`src/rtl/uart_regfront_pkg.sv`:
```
package uart_regfront_pkg;

  localparam int OFS_W = 5;

  // Status bit positions, which software decodes.
  localparam int ST_TXE  = 7;
  localparam int ST_TXIE = 6;
  localparam int ST_RXE  = 5;
  localparam int ST_ONE  = 4;
  localparam int ST_FULL = 3;
  localparam int ST_RXIE = 2;
  localparam int ST_OVF  = 1;
  localparam int ST_FERR = 0;

  typedef enum logic [2:0] {
    SEL_ID,
    SEL_DATA,
    SEL_STAT,
    SEL_BLO,
    SEL_BHI,
    SEL_NONE
  } reg_sel_e;

  function automatic reg_sel_e decode_ofs(input logic [OFS_W-1:0] ofs);
    reg_sel_e s;
    if (ofs[1:0] != 2'b00) begin
      s = SEL_NONE;
    end else begin
      case (ofs[4:2])
        3'd4:    s = SEL_DATA;
        3'd5:    s = SEL_STAT;
        3'd6:    s = SEL_BLO;
        3'd7:    s = SEL_BHI;
        default: s = SEL_ID;
      endcase
    end
    return s;
  endfunction

endpackage

```
`src/rtl/uart_rxq.sv`:
```
module uart_rxq #(
  parameter int DEPTH = 4,
  parameter int DW    = 8
) (
  input  logic                         clk,
  input  logic                         rst,
  input  logic                         push_i,
  input  logic [DW-1:0]                push_data_i,
  input  logic                         pop_i,
  output logic [DW-1:0]                head_o,
  output logic [$clog2(DEPTH+1)-1:0]   count_o,
  output logic                         empty_o,
  output logic                         full_o,
  output logic                         drop_o
);
  localparam int PW = $clog2(DEPTH);
  localparam int CW = $clog2(DEPTH+1);
  localparam logic [CW-1:0] FULL_CNT = CW'(DEPTH);

  logic [DW-1:0] mem [DEPTH];
  logic [PW-1:0] wr_ptr, rd_ptr;
  logic [CW-1:0] cnt_q;
  logic pop_eff, push_eff;

  assign empty_o  = (cnt_q == '0);
  assign full_o   = (cnt_q == FULL_CNT);
  assign pop_eff  = pop_i && !empty_o;
  assign push_eff = push_i && (!full_o || pop_eff);
  assign drop_o   = push_i && !push_eff;
  assign count_o  = cnt_q;
  assign head_o   = empty_o ? '0 : mem[rd_ptr];

  always_ff @(posedge clk) begin
    if (push_eff) mem[wr_ptr] <= push_data_i;
  end

  always_ff @(posedge clk) begin
    if (rst) begin
      wr_ptr <= '0;
      rd_ptr <= '0;
      cnt_q  <= '0;
    end else begin
      if (push_eff) wr_ptr <= wr_ptr + 1'b1;
      if (pop_eff)  rd_ptr <= rd_ptr + 1'b1;
      case ({push_eff, pop_eff})
        2'b10:   cnt_q <= cnt_q + 1'b1;
        2'b01:   cnt_q <= cnt_q - 1'b1;
        default: cnt_q <= cnt_q;
      endcase
    end
  end


  cnt_bound_chk: assert property (@(posedge clk) disable iff (rst)
    cnt_q <= FULL_CNT);


  drop_keeps_cnt_chk: assert property (@(posedge clk) disable iff (rst)
    drop_o |=> $stable(cnt_q));


  empty_pop_chk: assert property (@(posedge clk) disable iff (rst)
    (pop_i && empty_o && !push_i) |=> (cnt_q == '0));

endmodule

```
`src/rtl/uart_txhold.sv`:
```
module uart_txhold #(
  parameter int DW = 8
) (
  input  logic          clk,
  input  logic          rst,
  input  logic          load_i,
  input  logic [DW-1:0] load_data_i,
  input  logic          ready_i,
  output logic          valid_o,
  output logic [DW-1:0] data_o
);
  logic          vld_q;
  logic [DW-1:0] dat_q;

  always_ff @(posedge clk) begin
    if (rst) begin
      vld_q <= 1'b0;
      dat_q <= '0;
    end else if (load_i) begin
      vld_q <= 1'b1;
      dat_q <= load_data_i;
    end else if (vld_q && ready_i) begin
      vld_q <= 1'b0;
    end
  end

  assign valid_o = vld_q;
  assign data_o  = dat_q;


  tx_hold_chk: assert property (@(posedge clk) disable iff (rst)
    (vld_q && !ready_i) |=> (vld_q && $stable(dat_q)));


  no_load_busy_chk: assert property (@(posedge clk) disable iff (rst)
    load_i |-> !vld_q);

endmodule

```
`src/rtl/uart_regfront.sv`:
```
module uart_regfront
  import uart_regfront_pkg::*;
#(
  parameter int DEPTH = 4,
  parameter int DW    = 8,
  parameter int DIV_W = 16
) (
  input  logic             clk,
  input  logic             rst,
  input  logic             bus_sel,
  input  logic             bus_wr,
  input  logic [OFS_W-1:0] bus_addr,
  input  logic [DW-1:0]    bus_wdata,
  output logic             bus_ready,
  output logic [DW-1:0]    bus_rdata,
  output logic             tx_valid,
  output logic [DW-1:0]    tx_data,
  input  logic             tx_ready,
  input  logic             rx_valid,
  input  logic [DW-1:0]    rx_data,
  output logic             irq,
  output logic [DIV_W-1:0] baud_div
);
  localparam int CW = $clog2(DEPTH+1);
  localparam logic [CW-1:0] ONE_LEFT = CW'(DEPTH-1);

  reg_sel_e sel;
  logic acc, wr_acc, rd_acc, pop, load;
  logic [DW-1:0] head;
  logic [CW-1:0] cnt;
  logic q_empty, q_full, q_drop;
  logic tx_ie_q, rx_ie_q, ovf_q;
  logic [DIV_W-1:0] div_q;
  logic [DW-1:0] rdata_q, status;

  assign sel       = decode_ofs(bus_addr);
  assign bus_ready = !(bus_sel && bus_wr && (sel == SEL_DATA) && tx_valid);
  assign acc       = bus_sel && bus_ready;
  assign wr_acc    = acc && bus_wr;
  assign rd_acc    = acc && !bus_wr;
  assign pop       = rd_acc && (sel == SEL_DATA);
  assign load      = wr_acc && (sel == SEL_DATA);

  uart_rxq #(.DEPTH(DEPTH), .DW(DW)) i_rxq (
    .clk(clk), .rst(rst),
    .push_i(rx_valid), .push_data_i(rx_data), .pop_i(pop),
    .head_o(head), .count_o(cnt), .empty_o(q_empty),
    .full_o(q_full), .drop_o(q_drop)
  );

  uart_txhold #(.DW(DW)) i_txh (
    .clk(clk), .rst(rst),
    .load_i(load), .load_data_i(bus_wdata), .ready_i(tx_ready),
    .valid_o(tx_valid), .data_o(tx_data)
  );

  always_comb begin
    status          = '0;
    status[ST_TXE]  = !tx_valid;
    status[ST_TXIE] = tx_ie_q;
    status[ST_RXE]  = q_empty;
    status[ST_ONE]  = (cnt == ONE_LEFT);
    status[ST_FULL] = q_full;
    status[ST_RXIE] = rx_ie_q;
    status[ST_OVF]  = ovf_q;
    status[ST_FERR] = 1'b0;
  end

  always_ff @(posedge clk) begin
    if (rst) begin
      tx_ie_q <= 1'b0;
      rx_ie_q <= 1'b0;
      ovf_q   <= 1'b0;
      div_q   <= '0;
      rdata_q <= '0;
    end else begin
      if (wr_acc) begin
        case (sel)
          SEL_STAT: begin
            tx_ie_q <= bus_wdata[ST_TXIE];
            rx_ie_q <= bus_wdata[ST_RXIE];
          end
          SEL_BLO: div_q[7:0]       <= bus_wdata;
          SEL_BHI: div_q[DIV_W-1:8] <= bus_wdata[DIV_W-9:0];
          default: ;
        endcase
      end
      if (q_drop)                             ovf_q <= 1'b1;
      else if (rd_acc && (sel == SEL_STAT))   ovf_q <= 1'b0;
      if (rd_acc) begin
        case (sel)
          SEL_DATA: rdata_q <= head;
          SEL_STAT: rdata_q <= status;
          SEL_BLO:  rdata_q <= div_q[7:0];
          SEL_BHI:  rdata_q <= DW'(div_q[DIV_W-1:8]);
          default:  rdata_q <= '0;
        endcase
      end
    end
  end

  assign bus_rdata = rdata_q;
  assign baud_div  = div_q;
  assign irq       = tx_ie_q || (rx_ie_q && !q_empty);


  id_read_zero_chk: assert property (@(posedge clk) disable iff (rst)
    (rd_acc && (sel == SEL_ID || sel == SEL_NONE)) |=> (bus_rdata == '0));


  ovf_set_chk: assert property (@(posedge clk) disable iff (rst)
    q_drop |=> ovf_q);


  baud_lo_chk: assert property (@(posedge clk) disable iff (rst)
    (wr_acc && sel == SEL_BLO) |=> (baud_div[7:0] == $past(bus_wdata)));


  irq_tx_chk: assert property (@(posedge clk) disable iff (rst)
    (wr_acc && sel == SEL_STAT && bus_wdata[ST_TXIE]) |=> irq);

endmodule

```
`config.mk`:
```
export PLATFORM = sky130hd
export DESIGN_NAME = uart_regfront
export DESIGN_NICKNAME = d
export VERILOG_FILES = /design/src/rtl/uart_regfront_pkg.sv /design/src/rtl/uart_rxq.sv /design/src/rtl/uart_txhold.sv /design/src/rtl/uart_regfront.sv
export SDC_FILE = /design/constraint.sdc
export NUM_CORES = 1
export LEC_CHECK = 0
export CAP_MARGIN = 20
export CORE_MARGIN = 1
export CORE_UTILIZATION = 59
export CTS_BUF_LIST = sky130_fd_sc_hd__clkbuf_4 sky130_fd_sc_hd__clkbuf_8
export DETAILED_ROUTE_END_ITERATION = 10
export PLACE_DENSITY = 0.92
export SYNTH_ARGS = -nofsm -noshare
export SYNTH_HDL_FRONTEND = slang
export SYNTH_HIERARCHICAL = 1
export SYNTH_SLANG_ARGS = --single-unit
```
`constraint.sdc`:
```
create_clock -name clk -period 9.5 [get_ports clk]
set_input_delay 2.85 -clock clk [delete_from_list [all_inputs] [get_ports clk]]
set_output_delay 2.85 -clock clk [all_outputs]
set_load 0.05 [all_outputs]
```
==> tab_implementation.tex, run 1 <==
\begin{tabular}{lr}
\hline
Metric & Value \\
\hline
\multicolumn{2}{l}{\textbf{STA}} \\
Final Hold Viols & 0 \\
Upper clock frequency limit & around 130 MHz \\
Worst path setup slack after routing & about 1.8 ns \\
Final worst-path cycle share & 0.816 \\
Final setup TNS & 0 ns \\
Post-layout min period & 7.75 ns \\
Smallest hold slack & 0.494 ns \\
Setup-violating endpoint count in the final report & 0 \\
Worst slew margin relative to its limit & 0.354 \\
Unrepaired setup endpoints after global routing & no \\
Setup skew after layout & 0.00864 ns \\
Transition time at the pin with the least slew margin & between 0.9 and 1 ns \\
Count of final max-slew check failures & 0 \\
\multicolumn{2}{l}{\textbf{Detailed routing}} \\
Routed wire per std cell & $\sim$18 microns \\
First-iteration detailed-routing DRC count & between 200 and 300 \\
Post-DR vias/cell & between 5 and 6 \\
Residual DRC count & 0 \\
Post-route antenna net violation count & 0 \\
Total via count after detailed routing & 2457 \\
DR pass1 iterations & 5 \\
Drt total wl & 7490 microns \\
\multicolumn{2}{l}{\textbf{GRT}} \\
Vias in the first global route & around 2500 \\
Antenna violations before repair & 0 \\
Largest net degree at the start of global routing & 56 \\
Total routing resource utilization after global routing & 0.259 \\
Remaining Overflow, GRT & 0 \\
Global-route wire length before repair & $\sim$12000 microns \\
\multicolumn{2}{l}{\textbf{Worst setup path}} \\
Endpoint of the worst setup timing path & bus\_ready \\
End of the worst register-to-register path & i\_rxq/count\_o[2]\$\_SDFFE\_PP0P\_ \\
Endpoint type of the worst setup path & output pin \\
Start of the worst register-to-register path & i\_rxq/count\_o[2]\$\_SDFFE\_PP0P\_ \\
Chain of cells forming the critical path & clkdlybuf4s50\_1 -> nor3b\_4 -> nand4\_1 -> clkdlybuf4s50\_1 \\
Worst setup slack for register-to-register paths & between 6 and 7 ns \\
Arrival @ worst endpoint & 4.90 ns \\
Launching element type of the critical path & primary input \\
CP delay by family, top & buffers and inverters \\
Critical Setup Path Class & in2out \\
Critical Path Most Common Cell & sky130\_fd\_sc\_hd\_\_clkdlybuf4s50\_1 \\
Crit path buffers/inverters & 2 \\
Highest cell delay on the worst timing path & around 0.75 ns \\
Start point of the critical path & bus\_addr[4] \\
CP max FO & 19 \\
Critical-path cell with the highest stage delay & sky130\_fd\_sc\_hd\_\_clkdlybuf4s50\_1 \\
Path depth of the worst reg2reg path & 9 \\
CP Data Required Time & 6.65 ns \\
Instance count on the critical path & 4 \\
\multicolumn{2}{l}{\textbf{Final layout}} \\
Diodes inserted & 0 \\
Share of layout cells above drive strength 1 & 0.124 \\
Filler cell count & 367 \\
Post-synthesis to final-layout area growth & 22.6\% \\
\# nets final & approximately 380 \\
\multicolumn{2}{l}{\textbf{Floorplanning}} \\
Boundary pin count & a little over 60 \\
Number of standard-cell rows in the floorplan & 27 \\
Area of the placeable core & 5610 sq um \\
Die ar. & approximately 6200 sq um \\
Chip Height & a little under 80 microns \\
Effective utilization at floorplan & 0.624 \\
Chip Width & 79 microns \\
\multicolumn{2}{l}{\textbf{Synth}} \\
Seq/Total Area, Yosys & 0.532 \\
Mean cell area of the mapped netlist & 12.1 sq um \\
Cells after synthesis & $\sim$290 \\
Most used flip-flop cell after synthesis & sky130\_fd\_sc\_hd\_\_dfxtp\_1 \\
EDFF count, synth & 32 \\
Mapped Nets & around 320 \\
Number of distinct library cells after synthesis & 46 \\
Commonest cells post-synth & sky130\_fd\_sc\_hd\_\_dfxtp\_1, sky130\_fd\_sc\_hd\_\_edfxtp\_1, sky130\_fd\_sc\_hd\_\_mux2i\_1, sky130\_fd\_sc\_hd\_\_nand2b\_1, sky130\_fd\_sc\_hd\_\_nor2\_1 \\
Ys Warns & 6 \\
Flip-flop and latch count after synthesis & 77 \\
Ranking of synthesized cells by area & sky130\_fd\_sc\_hd\_\_edfxtp\_1, sky130\_fd\_sc\_hd\_\_dfxtp\_1, sky130\_fd\_sc\_hd\_\_mux2i\_1 \\
Cell Area, Synth & $\sim$3500 sq um \\
Share of the synthesized area in the top cell type & 0.275 \\
Top cell type by total area after synthesis & sky130\_fd\_sc\_hd\_\_edfxtp\_1 \\
Dominant cell by count in the synthesized netlist & sky130\_fd\_sc\_hd\_\_dfxtp\_1 \\
Async SR Flop Fraction & 0 \\
\multicolumn{2}{l}{\textbf{Clock network}} \\
Clock slew at the register clock pins of the worst setup and hold paths & $\sim$0.07 ns \\
Post-CTS setup buffer count & 0 \\
Post-CTS Hold Buffers & 0 \\
Clock sink total & 77 \\
Root buffer selected by CTS & sky130\_fd\_sc\_hd\_\_clkbuf\_8 \\
Clock latency on the worst-skew pair & 0.34 ns \\
Max Root-Sink Buffers & 2 \\
Cts bufs inserted & 9 \\
H-tree levels & 3 \\
Post-CTS sizing & 0 \\
TritonCTS clock tree & yes \\
\multicolumn{2}{l}{\textbf{Power and ir drop}} \\
Switching power summed over all nets & between 100 and 150 uW \\
Sequential fraction of design power & 0.540 \\
Switching portion of total power & 0.218 \\
Static Leak & 0.00154 uW \\
Internal power & between 500 and 600 uW \\
P per Cell Area & 154 nW/um\^{}2 \\
Portion of total power attributed to the clock network & 0.370 \\
Comb power frac & 0.091 \\
Maximum vdd drop & 0.104 mV \\
\multicolumn{2}{l}{\textbf{Status}} \\
Run status & complete, no violations \\
\multicolumn{2}{l}{\textbf{Placed design}} \\
HPWL after detailed placement & 5170 microns \\
Port-buffer cells & between 60 and 70 \\
Weighted congestion reported at the end of routability-driven placement & $\sim$0.85 \\
Worst setup slack after placement & 1.76 ns \\
\multicolumn{2}{l}{\textbf{Min path}} \\
HP Class & reg2reg \\
\multicolumn{2}{l}{\textbf{Flow run}} \\
Max-cap viol count & 0 \\
\hline
\end{tabular}
[registers in the layout, indices dropped and copies added, names as in the netlist, named ones only]
signal and flops:
baud_div 16, ovf_q 1, i_txh/valid_o 1, bus_rdata 8, rx_ie_q 1, i_rxq/wr_ptr 2, tx_ie_q 1, i_rxq/mem 32
i_rxq/count_o 3, i_rxq/rd_ptr 2, i_txh/data_o 8
[per-stage QoR]
stage                util  total power, uW  instances  instance area (sq um)
floorplan               -              401        288                   3500
global placement    0.730              421        403                   4090
detailed placement  0.730              424        403                   4090
CTS                 0.765              667        419                   4290
global route        0.765              685        419                   4290
finish              0.765              662        419                   4290
[cell usage in the layout, fill, tap and decap left out, types with 2 or more instances in the layout]
master                            synthesis  layout
sky130_fd_sc_hd__mux2i_1                 29      29
sky130_fd_sc_hd__o21ai_0                  5       5
sky130_fd_sc_hd__a221oi_1                 3       3
sky130_fd_sc_hd__nor3_1                   2       2
sky130_fd_sc_hd__xor2_1                   3       3
sky130_fd_sc_hd__nor2b_1                 12      12
sky130_fd_sc_hd__clkbuf_8                 0       9
sky130_fd_sc_hd__nor2_1                  17      17
sky130_fd_sc_hd__clkdlybuf4s50_1          0      61
sky130_fd_sc_hd__inv_1                   12      12
sky130_fd_sc_hd__mux4_2                   9       9
sky130_fd_sc_hd__and2_1                   2       2
sky130_fd_sc_hd__buf_4                    0       2
sky130_fd_sc_hd__a21oi_1                  6       6
sky130_fd_sc_hd__dfxtp_1                 45      45
sky130_fd_sc_hd__mux2_2                   4       4
sky130_fd_sc_hd__ha_1                     5       5
sky130_fd_sc_hd__nor3b_1                  2       2
sky130_fd_sc_hd__nand3b_1                 2       2
sky130_fd_sc_hd__a22oi_1                  2       2
sky130_fd_sc_hd__edfxtp_1                32      32
sky130_fd_sc_hd__a311oi_1                 2       2
sky130_fd_sc_hd__nand2b_1                29      29
sky130_fd_sc_hd__a222oi_1                 4       4
sky130_fd_sc_hd__nand2_1                  7       7
sky130_fd_sc_hd__mux2_4                   2       2
sky130_fd_sc_hd__and3_1                   4       4
sky130_fd_sc_hd__and2_2                   4       4
sky130_fd_sc_hd__clkbuf_4                 0       5
sky130_fd_sc_hd__nand3_1                  8       8
[worst min-delay path: stages, from the launching register on]
cell	delay, ns
sky130_fd_sc_hd__dfxtp_1	0.33
sky130_fd_sc_hd__mux2i_1	0.06
sky130_fd_sc_hd__nor2_1	0.07
[logic make-up (layout without fill, tap and decap cells)]
| kind of cell | Yosys count | in the layout | synth area share |
|---|---|---|---|
| multiplexers | 44 | 44 | 0.162 |
| buffers and inverters | 32 | 91 | 0.0476 |
| flip-flops | 77 | 77 | 0.532 |
| AO/OA/AOI/OAI | 28 | 28 | 0.0615 |
| XOR/XNOR | 3 | 3 | 0.00751 |
| AND/OR/NAND/NOR | 98 | 98 | 0.165 |
| adder cells (fa/ha/maj) | 6 | 6 | 0.0236 |
[how the worst min path moves through the flow]
stage / from / end / cells after the start / slack, ns
global route: rx_ie_q$_SDFFE_PP0P_ / rx_ie_q$_SDFFE_PP0P_ / 2 / 0.51
detailed placement: rx_ie_q$_SDFFE_PP0P_ / rx_ie_q$_SDFFE_PP0P_ / 2 / 0.48
finish: i_txh/data_o[4]$_SDFFE_PP0P_ / i_txh/data_o[4]$_SDFFE_PP0P_ / 2 / 0.49
floorplan: rx_ie_q$_SDFFE_PP0P_ / rx_ie_q$_SDFFE_PP0P_ / 2 / 0.46
CTS: rx_ie_q$_SDFFE_PP0P_ / rx_ie_q$_SDFFE_PP0P_ / 2 / 0.50
global placement: bus_rdata[5]$_SDFFE_PP0N_ / bus_rdata[5]$_SDFFE_PP0N_ / 2 / 0.46
[layer usage]
layer,vias up,GRT usage,share of wire
met3,28,0.0575,0.070
met2,110,0.418,0.49
met4,0,0.155,0.038
met5,-,0,0
li1,1135,-,-
met1,1184,0.317,0.40
[power groups by stage]
stage	Clock [uW]	Sequential [uW]	Combinational, uW
floorplan	0	365	36.0
global placement	0	364	57.1
detailed placement	0	365	59.1
CTS	250	357	59.7
global route	262	358	64.8
finish	245	357	60.0
[final cells by class]
type,count,area (sq um),share of cell area
tap,72,90.1,0.0210
inverter,12,45.0,0.0105
clock inverter,2,35.0,0.00817
clock buffer,14,161,0.0376
sequential,77,1860,0.434
timing repair buffer,63,626,0.146
multi-input combinational,179,1470,0.343
No activity file was read; power rests on OpenSTA's default activity.
==> run 2, diff against run 1 <==
- CORE_UTILIZATION: 59 -> 54
- PLACE_DENSITY: 0.92 -> 0.86
- clock period: 9.5 -> 8.1 ns (I/O delays scaled with it)
==> tab_implementation.tex, run 2 (synthesis gave the netlist of run 1 again) <==
\begin{tabular}{lr}
\hline
Metric & Value \\
\hline
\multicolumn{2}{l}{\textbf{Status}} \\
Run status & complete, no violations \\
\multicolumn{2}{l}{\textbf{Placed design}} \\
Port-buffer cells & a little over 60 \\
HPWL after detailed placement & between 5000 and 6000 microns \\
Weighted congestion reported at the end of routability-driven placement & roughly 0.84 \\
Number of placed instances, taps included & approximately 410 \\
Post-placement cell area & approximately 4100 sq um \\
\multicolumn{2}{l}{\textbf{Final layout}} \\
Flip-flop count of the largest register after layout & 32 \\
Design area & $\sim$4300 sq um \\
Commonest non-fill, non-tap cells in the layout & sky130\_fd\_sc\_hd\_\_clkdlybuf4s50\_1, sky130\_fd\_sc\_hd\_\_dfxtp\_1, sky130\_fd\_sc\_hd\_\_edfxtp\_1 \\
Share of layout cells above drive strength 1 & 0.124 \\
Commonest non-fill, non-tap cell in the layout & sky130\_fd\_sc\_hd\_\_clkdlybuf4s50\_1 \\
Non-filler cells in the finished layout & 423 \\
Filler cell count & between 400 and 500 \\
Layout Utilization & 0.706 \\
Post-synthesis to final-layout area growth & 23.0\% \\
Biggest register & i\_rxq/mem \\
\# nets final & 376 \\
Diodes inserted & 0 \\
\multicolumn{2}{l}{\textbf{Floorplanning}} \\
Effective utilization at floorplan & 0.574 \\
Die ar. & about 6800 sq um \\
Number of standard-cell rows in the floorplan & 28 \\
Boundary pin count & between 60 and 70 \\
Chip Height & 82.5 microns \\
Area of the placeable core & 6100 sq um \\
Chip Width & 82.5 microns \\
\multicolumn{2}{l}{\textbf{GRT}} \\
Global-route wire length before repair & about 11000 microns \\
Vias in the first global route & 2236 \\
Remaining Overflow, GRT & 0 \\
Total routing resource utilization after global routing & 0.222 \\
Largest net degree at the start of global routing & 56 \\
Antenna violations before repair & 0 \\
\multicolumn{2}{l}{\textbf{Worst setup path}} \\
Critical Setup Path Class & in2out \\
Crit path buffers/inverters & 2 \\
CP delay by family, top & buffers and inverters \\
Chain of cells forming the critical path & clkdlybuf4s50\_1 -> nor2\_1 -> nand4\_1 -> clkdlybuf4s50\_1 \\
Launching element type of the critical path & primary input \\
Arrival @ worst endpoint & roughly 4.4 ns \\
Highest cell delay on the worst timing path & roughly 0.83 ns \\
Endpoint type of the worst setup path & output pin \\
CP max FO & 15 \\
CP Data Required Time & $\sim$5.7 ns \\
Critical-path cell with the highest stage delay & sky130\_fd\_sc\_hd\_\_clkdlybuf4s50\_1 \\
Critical Path Most Common Cell & sky130\_fd\_sc\_hd\_\_clkdlybuf4s50\_1 \\
\multicolumn{2}{l}{\textbf{Clock network}} \\
Max Root-Sink Buffers & 2 \\
Root buffer selected by CTS & sky130\_fd\_sc\_hd\_\_clkbuf\_8 \\
Clock slew at the register clock pins of the worst setup and hold paths & about 0.08 ns \\
Clock latency on the worst-skew pair & around 0.34 ns \\
Post-CTS setup buffer count & 0 \\
Cts bufs inserted & 9 \\
Post-CTS sizing & 0 \\
Clock sink total & slightly below 80 \\
Post-CTS Hold Buffers & 0 \\
H-tree levels & 3 \\
TritonCTS clock tree & yes \\
\multicolumn{2}{l}{\textbf{Detailed routing}} \\
First-iteration detailed-routing DRC count & around 160 \\
Residual DRC count & 0 \\
Total via count after detailed routing & $\sim$2400 \\
Post-route antenna net violation count & 0 \\
DR pass1 iterations & 4 \\
Drt total wl & approximately 7000 microns \\
Post-DR vias/cell & 5.58 \\
Routed wire per std cell & 16.5 microns \\
\multicolumn{2}{l}{\textbf{Flow run}} \\
Max-cap viol count & 0 \\
\multicolumn{2}{l}{\textbf{Power and ir drop}} \\
Static Leak & between 0.0015 and 0.002 uW \\
P per Cell Area & between 150 and 200 nW/um\^{}2 \\
Maximum vdd drop & 0.119 mV \\
\multicolumn{2}{l}{\textbf{STA}} \\
Setup skew after layout & between 0.005 and 0.006 ns \\
Setup-violating endpoint count in the final report & 0 \\
Upper clock frequency limit & 147 MHz \\
Final worst-path cycle share & 0.839 \\
Unrepaired setup endpoints after global routing & no \\
Final setup TNS & 0 ns \\
Worst slew margin relative to its limit & 0.320 \\
Final Hold Viols & 0 \\
Count of final max-slew check failures & 0 \\
Post-layout min period & between 6 and 7 ns \\
Transition time at the pin with the least slew margin & roughly 1.0 ns \\
\multicolumn{2}{l}{\textbf{Min path}} \\
HP Class & reg2reg \\
\hline
\end{tabular}
## run 2: layer usage
layer | vias to the layer above | routed length [microns] | track usage
li1 | 1134 | - | -
met3 | 13 | 459 | 0.0593
met1 | 1130 | 3040 | 0.295
met2 | 84 | 3330 | 0.341
met5 | - | 0 | 0
met4 | 0 | 125 | 0.0966
## run 2: worst register-to-register path, stage by stage, from the launching register on
cell	delay [ns]
sky130_fd_sc_hd__dfxtp_1	0.40
sky130_fd_sc_hd__or3b_4	0.42
sky130_fd_sc_hd__o21a_4	0.24
sky130_fd_sc_hd__inv_1	0.06
sky130_fd_sc_hd__ha_1	0.19
sky130_fd_sc_hd__inv_1	0.07
sky130_fd_sc_hd__fa_1	0.37
sky130_fd_sc_hd__xor2_1	0.17
sky130_fd_sc_hd__or3_2	0.42
sky130_fd_sc_hd__a21oi_1	0.17
## run 2: cell type report
type | count | area (sq um) | share of cell area
clock buffers | 10 | 138 | 0.0320
clock inverters | 6 | 62.6 | 0.0145
inverters | 12 | 45.0 | 0.0105
multi-input cells | 179 | 1470 | 0.342
flip-flops and latches | 77 | 1860 | 0.433
well taps | 75 | 93.8 | 0.0218
repair buffers | 64 | 633 | 0.147
## run 2: final timing paths
| path | startpoint | to | slack (ns) | cells past startpoint |
|---|---|---|---|---|
| max | bus_addr[2] | bus_ready | 1.30 | 4 |
| min | i_txh/data_o[4]$_SDFFE_PP0P_ | i_txh/data_o[4]$_SDFFE_PP0P_ | 0.49 | 2 |
| max reg2reg | i_rxq/count_o[2]$_SDFFE_PP0P_ | i_rxq/count_o[2]$_SDFFE_PP0P_ | 5.53 | 9 |
| min reg2reg | i_txh/data_o[4]$_SDFFE_PP0P_ | i_txh/data_o[4]$_SDFFE_PP0P_ | 0.49 | 2 |
## run 2: stage by stage
step | total power (uW) | hold WS [ns] | worst slack [ns]
floorplan | 471 | 0.459 | 2.26
global placement | 495 | 0.470 | 1.34
detailed placement | 497 | 0.482 | 1.32
CTS | 781 | 0.500 | 1.31
global route | 805 | 0.519 | 1.23
finish | 776 | 0.493 | 1.30
## run 2: power by group
group          total (uW)  leakage [uW]  switching (uW)  internal [uW]
combinational        69.6      0.000779            35.7           33.9
clock                 287     0.0000959             138            150
sequential            419      0.000657            4.84            414
total                 776       0.00153             178            597
==> run 3, diff against run 2 <==
- CORE_UTILIZATION: 54 -> 49
- PLACE_DENSITY: 0.86 -> 0.82
- clock period: 8.1 -> 6 ns (I/O delays scaled with it)
==> tab_implementation.tex, run 3 (synthesis gave the netlist of run 1 again) <==
\begin{tabular}{lr}
\hline
Metric & Value \\
\hline
\multicolumn{2}{l}{\textbf{Detailed routing}} \\
Total via count after detailed routing & about 2300 \\
DR pass1 iterations & 4 \\
First-iteration detailed-routing DRC count & 220 \\
Post-DR vias/cell & between 5 and 6 \\
Drt total wl & roughly 7100 microns \\
Routed wire per std cell & roughly 16 microns \\
Residual DRC count & 0 \\
Post-route antenna net violation count & 0 \\
\multicolumn{2}{l}{\textbf{STA}} \\
Upper clock frequency limit & about 190 MHz \\
Worst slew margin relative to its limit & 0.346 \\
Post-layout min period & roughly 5.2 ns \\
Transition time at the pin with the least slew margin & around 0.98 ns \\
Final setup TNS & 0 ns \\
Worst path setup slack after routing & approximately 0.75 ns \\
Final Hold Viols & 0 \\
Setup skew after layout & roughly 0.0074 ns \\
Setup-violating endpoint count in the final report & 0 \\
Final worst-path cycle share & 0.874 \\
Unrepaired setup endpoints after global routing & no \\
Count of final max-slew check failures & 0 \\
\multicolumn{2}{l}{\textbf{Clock network}} \\
Cts bufs inserted & 9 \\
Post-CTS setup buffer count & 0 \\
Post-CTS sizing & 0 \\
Clock slew at the register clock pins of the worst setup and hold paths & $\sim$0.080 ns \\
H-tree levels & 3 \\
Post-CTS Hold Buffers & 0 \\
Clock sink total & 77 \\
Max Root-Sink Buffers & 2 \\
Clock latency on the worst-skew pair & 0.35 ns \\
TritonCTS clock tree & yes \\
Root buffer selected by CTS & sky130\_fd\_sc\_hd\_\_clkbuf\_8 \\
\multicolumn{2}{l}{\textbf{GRT}} \\
Antenna violations before repair & 0 \\
Total routing resource utilization after global routing & 0.203 \\
Largest net degree at the start of global routing & 42 \\
Vias in the first global route & approximately 2200 \\
Remaining Overflow, GRT & 0 \\
Global-route wire length before repair & 11300 microns \\
\multicolumn{2}{l}{\textbf{Worst setup path}} \\
CP max FO & 7 \\
Endpoint type of the worst setup path & output pin \\
Launching element type of the critical path & primary input \\
Start of the worst register-to-register path & i\_rxq/count\_o[2]\$\_SDFFE\_PP0P\_ \\
Start point of the critical path & bus\_wr \\
Arrival @ worst endpoint & $\sim$3.5 ns \\
CP Data Required Time & approximately 4.2 ns \\
Critical Setup Path Class & in2out \\
\multicolumn{2}{l}{\textbf{Status}} \\
Run status & complete, no violations \\
\multicolumn{2}{l}{\textbf{Power and ir drop}} \\
P per Cell Area & about 230 nW/um\^{}2 \\
Static Leak & $\sim$0.0015 uW \\
Total power after layout & between 1000 and 1500 uW \\
Maximum vdd drop & between 0.1 and 0.15 mV \\
\multicolumn{2}{l}{\textbf{Final layout}} \\
Share of layout cells above drive strength 1 & 0.136 \\
\# nets final & 380 \\
Commonest non-fill, non-tap cell in the layout & sky130\_fd\_sc\_hd\_\_clkdlybuf4s50\_1 \\
Diodes inserted & 0 \\
Flip-flop count of the largest register after layout & 32 \\
Commonest non-fill, non-tap cells in the layout & sky130\_fd\_sc\_hd\_\_clkdlybuf4s50\_1, sky130\_fd\_sc\_hd\_\_dfxtp\_1, sky130\_fd\_sc\_hd\_\_edfxtp\_1 \\
Post-synthesis to final-layout area growth & 24.7\% \\
Area used by multi-input combinational logic & about 1500 sq um \\
Biggest register & i\_rxq/mem \\
Filler cell count & 552 \\
Area taken by flip-flops and latches & around 1900 sq um \\
\multicolumn{2}{l}{\textbf{Min path}} \\
Hold path start & bus\_rdata[5]\$\_SDFFE\_PP0N\_ \\
HP Class & reg2reg \\
\multicolumn{2}{l}{\textbf{Placed design}} \\
Worst setup slack after placement & roughly 0.78 ns \\
Port-buffer cells & between 60 and 70 \\
HPWL after detailed placement & 5120 microns \\
Weighted congestion reported at the end of routability-driven placement & 0.848 \\
\multicolumn{2}{l}{\textbf{Floorplanning}} \\
Effective utilization at floorplan & 0.512 \\
Chip Width & roughly 86 microns \\
Area of the placeable core & between 6000 and 7000 sq um \\
Boundary pin count & 62 \\
Chip Height & just under 90 microns \\
Die ar. & between 7000 and 8000 sq um \\
Number of standard-cell rows in the floorplan & 30 \\
\multicolumn{2}{l}{\textbf{Flow run}} \\
Max-cap viol count & 0 \\
\hline
\end{tabular}
[run 3: changes by cell type in the layout (fill, tap and decap cells not counted)]
cell,delta
sky130_fd_sc_hd__buf_4,+3
sky130_fd_sc_hd__clkinv_2,-1
sky130_fd_sc_hd__buf_16,+1
sky130_fd_sc_hd__clkinv_1,-1
sky130_fd_sc_hd__clkinvlp_2,+1
sky130_fd_sc_hd__inv_6,+2
sky130_fd_sc_hd__bufinv_16,-1
[run 3: final cells by class]
| class | instances | share of cell area |
|---|---|---|
| inverters | 12 | 0.0103 |
| repair buffers | 68 | 0.157 |
| well taps | 96 | 0.0275 |
| multi-input cells | 179 | 0.337 |
| clock buffers | 10 | 0.0315 |
| flip-flops and latches | 77 | 0.427 |
| clock inverters | 6 | 0.0106 |
[run 3: through the flow]
stage	hold WS, ns	utilization	cell area [sq um]	cells
3_3_place_gp	0.471	0.608	4150	431
6_report	0.478	0.639	4360	448
2_1_floorplan	0.459	-	3500	288
5_1_grt	0.498	0.639	4360	448
4_1_cts	0.482	0.635	4340	447
3_5_place_dp	0.473	0.608	4150	431
[run 3: worst paths after layout]
check | cells past startpoint | slack [ns] | endpoint
setup reg to reg | 9 | 3.46 | i_rxq/count_o[2]$_SDFFE_PP0P_
hold reg to reg | 2 | 0.48 | bus_rdata[5]$_SDFFE_PP0N_
hold / removal | 2 | 0.48 | bus_rdata[5]$_SDFFE_PP0N_
setup / recovery | 4 | 0.75 | bus_ready
[run 3: critical path, cell delays in order]
cell and delay, ns:
sky130_fd_sc_hd__clkdlybuf4s50_1 0.43, sky130_fd_sc_hd__and2_1 0.25, sky130_fd_sc_hd__nand4_1 0.13, sky130_fd_sc_hd__clkdlybuf4s50_1 0.83
[run 3: layer usage]
layer  vias to the layer above  wire [microns]  track usage
li1                       1147               -            -
met1                      1143            3270        0.283
met2                        48            3480        0.317
met3                         9             210       0.0286
met4                         0             106       0.0909
met5                         -               0            0
[run 3: power breakdown]
part	internal, uW	switching (uW)
Combinational	48.8	48.8
Sequential	559	7.03
Clock	164	196
Total	772	252
